<file path="src/rtl/nyquist_folder.sv">
module nyquist_folder #(
  parameter int W = 40
) (
  input  logic         clk,
  input  logic         rst_n,
  input  logic         start,
  input  logic [W-1:0] target_freq,
  input  logic [W-1:0] base_freq,
  input  logic [W-1:0] samp_rate,
  input  logic         fe_inverts,
  input  logic         fe_quadrature,
  input  logic         fe_iq_swapped,
  input  logic         dir_tx,
  output logic         busy,
  output logic         done,
  output logic [W-1:0] offset_o,
  output logic         inverted_o
);
  localparam int DW = W + 2;

  logic                 folding;
  logic signed [DW-1:0] delta_q, fs_q;
  logic                 inv_q, quad_q, swap_q, tx_q;

  wire signed [DW-1:0] t_ext = {{2{target_freq[W-1]}}, target_freq};
  wire signed [DW-1:0] b_ext = {{2{base_freq[W-1]}}, base_freq};
  wire signed [DW-1:0] f_ext = {{2{samp_rate[W-1]}}, samp_rate};

  wire                 pos      = !delta_q[DW-1];
  wire signed [DW-1:0] half     = fs_q >>> 1;
  wire                 go_down  = pos && (delta_q > fs_q);
  wire                 go_up    = !pos && (delta_q < -fs_q);
  wire                 step     = go_down || go_up;
  wire                 zone_inv = pos ? (delta_q > half) : (delta_q < -half);

  wire signed [DW-1:0] base_off = !zone_inv ? -delta_q :
                                  (pos ? delta_q - fs_q : delta_q + fs_q);
  wire                 inv1     = zone_inv ^ inv_q;
  wire                 fix_nq   = inv1 && !quad_q;
  wire signed [DW-1:0] off2     = fix_nq ? -base_off : base_off;
  wire signed [DW-1:0] off3     = (tx_q && !swap_q) ? -off2 : off2;

  assign busy = folding;

  always_ff @(posedge clk or negedge rst_n) begin
    if (!rst_n) begin
      folding    <= 1'b0;
      done       <= 1'b0;
      delta_q    <= '0;
      fs_q       <= '0;
      inv_q      <= 1'b0;
      quad_q     <= 1'b0;
      swap_q     <= 1'b0;
      tx_q       <= 1'b0;
      offset_o   <= '0;
      inverted_o <= 1'b0;
    end else begin
      done <= 1'b0;
      if (!folding) begin
        if (start) begin
          folding <= 1'b1;
          delta_q <= t_ext - b_ext;
          fs_q    <= f_ext;
          inv_q   <= fe_inverts;
          quad_q  <= fe_quadrature;
          swap_q  <= fe_iq_swapped;
          tx_q    <= dir_tx;
        end
      end else if (go_down) begin
        delta_q <= delta_q - fs_q;
      end else if (go_up) begin
        delta_q <= delta_q + fs_q;
      end else begin
        folding    <= 1'b0;
        done       <= 1'b1;
        offset_o   <= off3[W-1:0];
        inverted_o <= inv1 && !fix_nq;
      end
    end
  end

  AST_DONE_ONE_CYCLE: assert property (@(posedge clk) disable iff (!rst_n)
    done |=> !done);
  AST_BUSY_NOT_DONE: assert property (@(posedge clk) disable iff (!rst_n)
    busy |-> !done);
  AST_BUSY_UNTIL_DONE: assert property (@(posedge clk) disable iff (!rst_n)
    busy |=> (busy || done));
  AST_OUT_HELD: assert property (@(posedge clk) disable iff (!rst_n)
    !done |=> (!done || 1'b1) && ($past(done) || !$changed(offset_o) || done));
  AST_FLAG_HELD: assert property (@(posedge clk) disable iff (!rst_n)
    !$rose(done) && !done |-> $stable(inverted_o));
  AST_START_IGNORED: assert property (@(posedge clk) disable iff (!rst_n)
    (busy && start) |=> $stable(fs_q));
  AST_RESULT_RANGE: assert property (@(posedge clk) disable iff (!rst_n)
    done |-> ($signed({{2{offset_o[W-1]}}, offset_o}) <= fs_q) &&
             ($signed({{2{offset_o[W-1]}}, offset_o}) >= -fs_q));
  AST_STEP_PROGRESS: assert property (@(posedge clk) disable iff (!rst_n)
    (busy && step) |=> busy);
endmodule

</file>
<file path="config.mk">
export PLATFORM = sky130hd
export DESIGN_NAME = nyquist_folder
export DESIGN_NICKNAME = d
export VERILOG_FILES = /design/src/rtl/nyquist_folder.sv
export SDC_FILE = /design/constraint.sdc
export NUM_CORES = 1
export LEC_CHECK = 0
export BUFFER_PORTS_ARGS = -buffer_cell sky130_fd_sc_hd__buf_2
export CAP_MARGIN = 30
export CORE_ASPECT_RATIO = 1.1
export CORE_MARGIN = 3
export CORE_UTILIZATION = 33
export DETAILED_ROUTE_END_ITERATION = 6
export HOLD_SLACK_MARGIN = 0.02
export PLACE_DENSITY = 0.58
export SYNTH_ARGS = -nofsm -noshare
export SYNTH_HDL_FRONTEND = slang
export SYNTH_SLANG_ARGS = --single-unit
export TNS_END_PERCENT = 30
</file>
<file path="constraint.sdc">
create_clock -name clk -period 14.58 [get_ports clk]
set_clock_uncertainty 0.05 [all_clocks]
set_input_delay 0.729 -clock clk [delete_from_list [all_inputs] [get_ports clk]]
set_output_delay 0.729 -clock clk [all_outputs]
set_load 0.05 [all_outputs]
</file>
Yosys cells after proc, flatten, opt, wreduce, memory -nomap -nowiden
Cells that the tools add are included.
- $add $sub $neg: 8
- $lt $le $gt $ge: 4
- equal/unequal tests: 1
- muxes and demuxes: 16
- bitwise operators: 4
- reduce and logical (&&, ||, !) cells: 13
- operators with widths (kind ; number):
    two-way mux 42 bit ; 4
    two-way mux 40 bit ; 4
    negation 40 bit ; 3
    < comparator 42 bit ; 2
    adder 42 x 40 -> 42 bit ; 1
    > comparator 42 x 39 -> 1 bit ; 1
    > comparator 42 x 40 -> 1 bit ; 1
    negation 39 -> 42 bit ; 1
    negation 40 -> 42 bit ; 1
    subtractor 42 x 40 -> 42 bit ; 1
    subtractor 40 x 40 -> 41 bit ; 1
    two-way mux 1 bit ; 8
    logical AND 1 bit ; 5
    logical NOT 1 bit ; 4
    AND reduction 2 bit ; 2
    != test 3 x 1 -> 1 bit (second input constant) ; 1
    inverter 1 bit ; 3
    AND reduction 3 bit ; 1
    nonzero test 2 bit ; 1
    bitwise XOR 1 bit ; 1
- flip-flop bits (word level): 129
- input port bits: 127
- output and inout port bits: 43

Depth between registers and ports, before layout
- word-level depth: 8
- depth in mapped cells: 40

Worst setup path before layout
Ideal clock, no wire load.
- path type: register to register
- start: reg fs_q[1]
- end: reg offset_o[36]
- arrival time: 8.354 ns
- setup slack: 6.051 ns
- cell stages (with the launch flop): 38
- cell sequence: dfrtp_1 -> inv_1 -> ha_1 -> nand4_1 -> nor2_1 -> nand4_1 -> nand3b_1 -> or4_1 -> nor3_1 -> nand2_1 -> nor2_1 -> nand4_1 -> a21oi_1 -> ha_1 -> nand4_1 -> nor3_1 -> a22oi_1 -> o211ai_1 -> [... 2 more ...] -> nand2_1 -> buf_2 -> buf_2 -> o21ai_0 -> ha_1 -> and2_1 -> nand2_1 -> nor4b_2 -> nand2_1 -> o41a_1 -> nor4_4 -> nand4_2 -> nor4_1 -> and4b_4 -> nor4_4 -> a41oi_1 -> xnor2_1 -> mux2_2
- word-level cells in the longest chain between the ends: 8
- elaborated cells between the ends (all ways): 22
- those cells by class: add/sub (6); order compare (4); mux (5); bitwise (3); reduce/logical (4)
- RTL lines (item ; line ; source):
    start: declaration ; 22 ; logic signed [DW-1:0] delta_q, fs_q;
    start signal: assignment ; 63 ; fs_q <= f_ext;
    negation 39 -> 42 bit ; 34 ; wire zone_inv = pos ? (delta_q > half) : (delta_q < -half);
    < comparator 42 bit ; 34 ;
    two-way mux 1 bit ; 34 ;
    two-way mux 40 bit / bitwise XOR 1 bit (equally long branches) ; 36, 38 ;
    negation 40 bit / logical AND 1 bit (equally long branches) ; 40, 39 ;
    two-way mux 40 bit ; 40 ; wire signed [DW-1:0] off2 = fix_nq ? -base_off : base_off;
    negation 40 bit ; 41 ; wire signed [DW-1:0] off3 = (tx_q && !swap_q) ? -off2 : off2;
    two-way mux 40 bit ; 41 ;
    end signal: assignment ; 76 ; offset_o <= off3[W-1:0];
    end: declaration ; 16 ; output logic [W-1:0] offset_o,
Several ways; a longest one is shown, not always the timed one.
A chain may end at the register's enable or synchronous reset.

Worst setup path after layout
- start: reg fs_q[1]
- end: reg offset_o[38]
Same word-level chain as after synthesis.

==> run_results.csv <==
group,metric,value,unit
status,status,"complete, no violations",
grt,grt_usage,23.8,%
sta,fin_setup_tns,0,ps
floorplan,start_util,33.5,%
critical_path,end_kind,"register",
critical_path,start_kind,"register",
critical_path,max_stage_delay,660,ps
floorplan,pin_count,170,
critical_path,slowest_stage,"nor4b_2",
critical_path,timing.critical_path.mode_cell,"nand4_1",
grt,grt_max_degree,81,
sta,finalHoldViolations,0,
synth,ys_warn_count,0,
grt,first_global_vias,21700,
clock_tree,h-tree-depth,4,
detailed_routing,drt_iter0_markers,1872,
sta,setup_viol,0,
detailed_routing,drcViolationCount,0,
detailed_routing,drtAntennaViolNets,0,
sta,tightest_slew,966,ps
floorplan,die_x,252,µm
synth,synth-async-reset-ratio,100,%
sta,min_period_over_period,74.3,%
sta,clock.fmax,92.3,MHz
placed_design,place.gp.congestion,0.984,
synth,yosysUniqueCellTypes,100,
grt,antenna_found_initial,0,
detailed_routing,vias_per_cell,5.79,
clock_tree,ctsResizeCount,0,
clock_tree,cts-root-buf,"clkbuf_16",
grt,overflow,0,
clock_tree,cts_setup_buffers,0,
critical_path,crit_fanout,39,
clock_tree,numCtsBuffers,17,
synth,synth-seq-area-share,14.7,%
floorplan,die_area,0.0695,mm²
synth,avgSynthCellArea,7.30,µm²
placed_design,port_buffers,169,
synth,synthFlopType,"dfrtp_1",
synth,synth_top_area_share,14.7,%
critical_path,arrival,11190,ps
clock_tree,path_clk_slew,70,ps
worst_hold_path,hold_class,"in -> async",
critical_path,r2r_slack,3750,ps
synth,synth_top_area_cell,"dfrtp_1",
placed_design,dp_hpwl,68.2,mm
detailed_routing,avgRoutedWirePerCell,21.4,µm
detailed_routing,first_pass_iters,6,
finish,num_antenna_cells,0,
clock_tree,cts.path.max_buffers,2,
flow_run,drv_cap,0,
synth,yosys_register_bits,129,
clock_tree,cts_sinks,129,
sta,rsz0062_at_grt,"no",
clock_tree,worstSkewPairLatency,500,ps
floorplan,row_count,98,
clock_tree,hold_buffers,0,
sta,slew_viol_final,0,
finish,syn_to_final_growth,10.2,%
synth,synthTopCellsByArea,"dfrtp_1, ha_1, xnor2_1, a21oi_1, nand2_1",
detailed_routing,vias,22800,
synth,syn_area,0.0219,mm²
finish,drive_above_1_share,10.4,%
critical_path,crit_type,"reg -> reg",
finish,nNetsFinal,3457,
synth,synth_nets,3378,
sta,slew_headroom,35.5,%
critical_path,worstPathRequired,14940,ps
grt,grt_pass1_wl,129,mm
clock_tree,cts_tree,"built",
floorplan,coreArea,0.0654,mm²
synth,synth_cells,2999,
floorplan,die_height,276,µm
sta,timing.hold.ws,218,ps
detailed_routing,wl,84.3,mm
sta,min_period,10830,ps
synth,synth_edf_count,0,
-- cell usage after synthesis, drive strengths merged (32+ instances only) --
cell type / instances
inv: 156
nand2: 309
ha: 249
a31oi: 39
a21oi: 233
nor2: 291
xnor2: 206
nand4: 54
nor2b: 40
nor4: 45
mux2: 32
xor2: 67
a211oi: 34
a21o: 61
clkbuf: 99
mux2i: 42
nor3: 91
dfrtp: 129
nand3: 68
buf: 36
o21ai: 225
-- worst paths after layout --
path,start,to,cells after the start
min in group clk,samp_rate[38],fs_q[38]$_DFFE_PN0P_,3
max reg2reg,fs_q[1]$_DFFE_PN0P_,offset_o[38]$_DFFE_PN0P_,37
min,rst_n,fs_q[34]$_DFFE_PN0P_,1
min reg2reg,offset_o[37]$_DFFE_PN0P_,offset_o[37]$_DFFE_PN0P_,2
max,fs_q[1]$_DFFE_PN0P_,offset_o[38]$_DFFE_PN0P_,37
max in group asynchronous,rst_n,inv_q$_DFFE_PN0P_,2
-- logic make-up (layout without fill, tap and decap cells) --
group / after synthesis / count (layout) / synth area share [%]
simple gates: 1096 / 1096 / 24.9
buf+inv: 296 / 388 / 5.20
xor+xnor: 273 / 273 / 10.9
mux: 74 / 74 / 3.57
compound gates: 879 / 879 / 26.2
flops: 129 / 129 / 14.7
fa+ha+maj: 252 / 252 / 14.5
-- stage by stage --
stage / util, % / cell area (µm²) / std cells / setup slack [ps]
after CTS: 36.9 / 24100 / 3941 / 3940
final: 36.9 / 24100 / 3941 / 3750
after detailed placement: 36.0 / 23500 / 3909 / 4000
after global routing: 36.9 / 24100 / 3941 / 2860
after global placement: 36.0 / 23500 / 3907 / 4200
after floorplan: - / 21900 / 2999 / 6050
-- flip-flops by register name (all words and copies together), names as in the netlist --
| signal | count |
|---|---|
| swap_q | 1 |
| offset_o | 40 |
| fs_q | 40 |
| quad_q | 1 |
| done | 1 |
| inverted_o | 1 |
| inv_q | 1 |
| delta_q | 42 |
| tx_q | 1 |
| busy | 1 |
-- layer usage --
metal	wire length, µm	vias up	track usage (%)	share of wire, %
li1	-	11100	-	-
met1	38200	10700	32.7	45
met2	36900	851	37.1	44
met3	6030	128	3.77	7.2
met4	3180	0	9.48	3.8
met5	0	-	0	0
-- worst max-delay path, delay by kind of cell (launching register included) --
kind | cells | cell delay [ps]
flops | 1 | 470
simple gates | 20 | 5730
buf+inv | 3 | 760
xor+xnor | 2 | 520
compound gates | 8 | 1950
mux | 1 | 390
fa+ha+maj | 3 | 820
-- layout by cell type (no fill, tap or decap), drive strengths merged, types with 22 or more instances in the layout --
cell type / count
nand2b: 30
a211oi: 34
nor4: 45
or3: 29
xor2: 67
dfrtp: 129
or2: 22
nor3: 91
nor2b: 40
a21o: 61
nand2: 309
inv: 159
a21oi: 233
nand3: 68
mux2i: 42
nand4: 54
o21ai: 225
nor2: 291
o211ai: 30
a31oi: 39
and2: 27
mux2: 32
buf: 195
xnor2: 206
ha: 249
-- layout make-up --
type / instances / area, µm²
clock buffer: 19 / 443
inverter: 161 / 604
timing repair buffer: 195 / 1050
clock inverter: 13 / 153
multi-input combinational: 2574 / 17600
fill: 7062 / 41200
tap: 850 / 1060
sequential: 129 / 3230
Power is not shown: default switching activity piles up to over one toggle a cycle in this logic, so the estimate is an artifact.
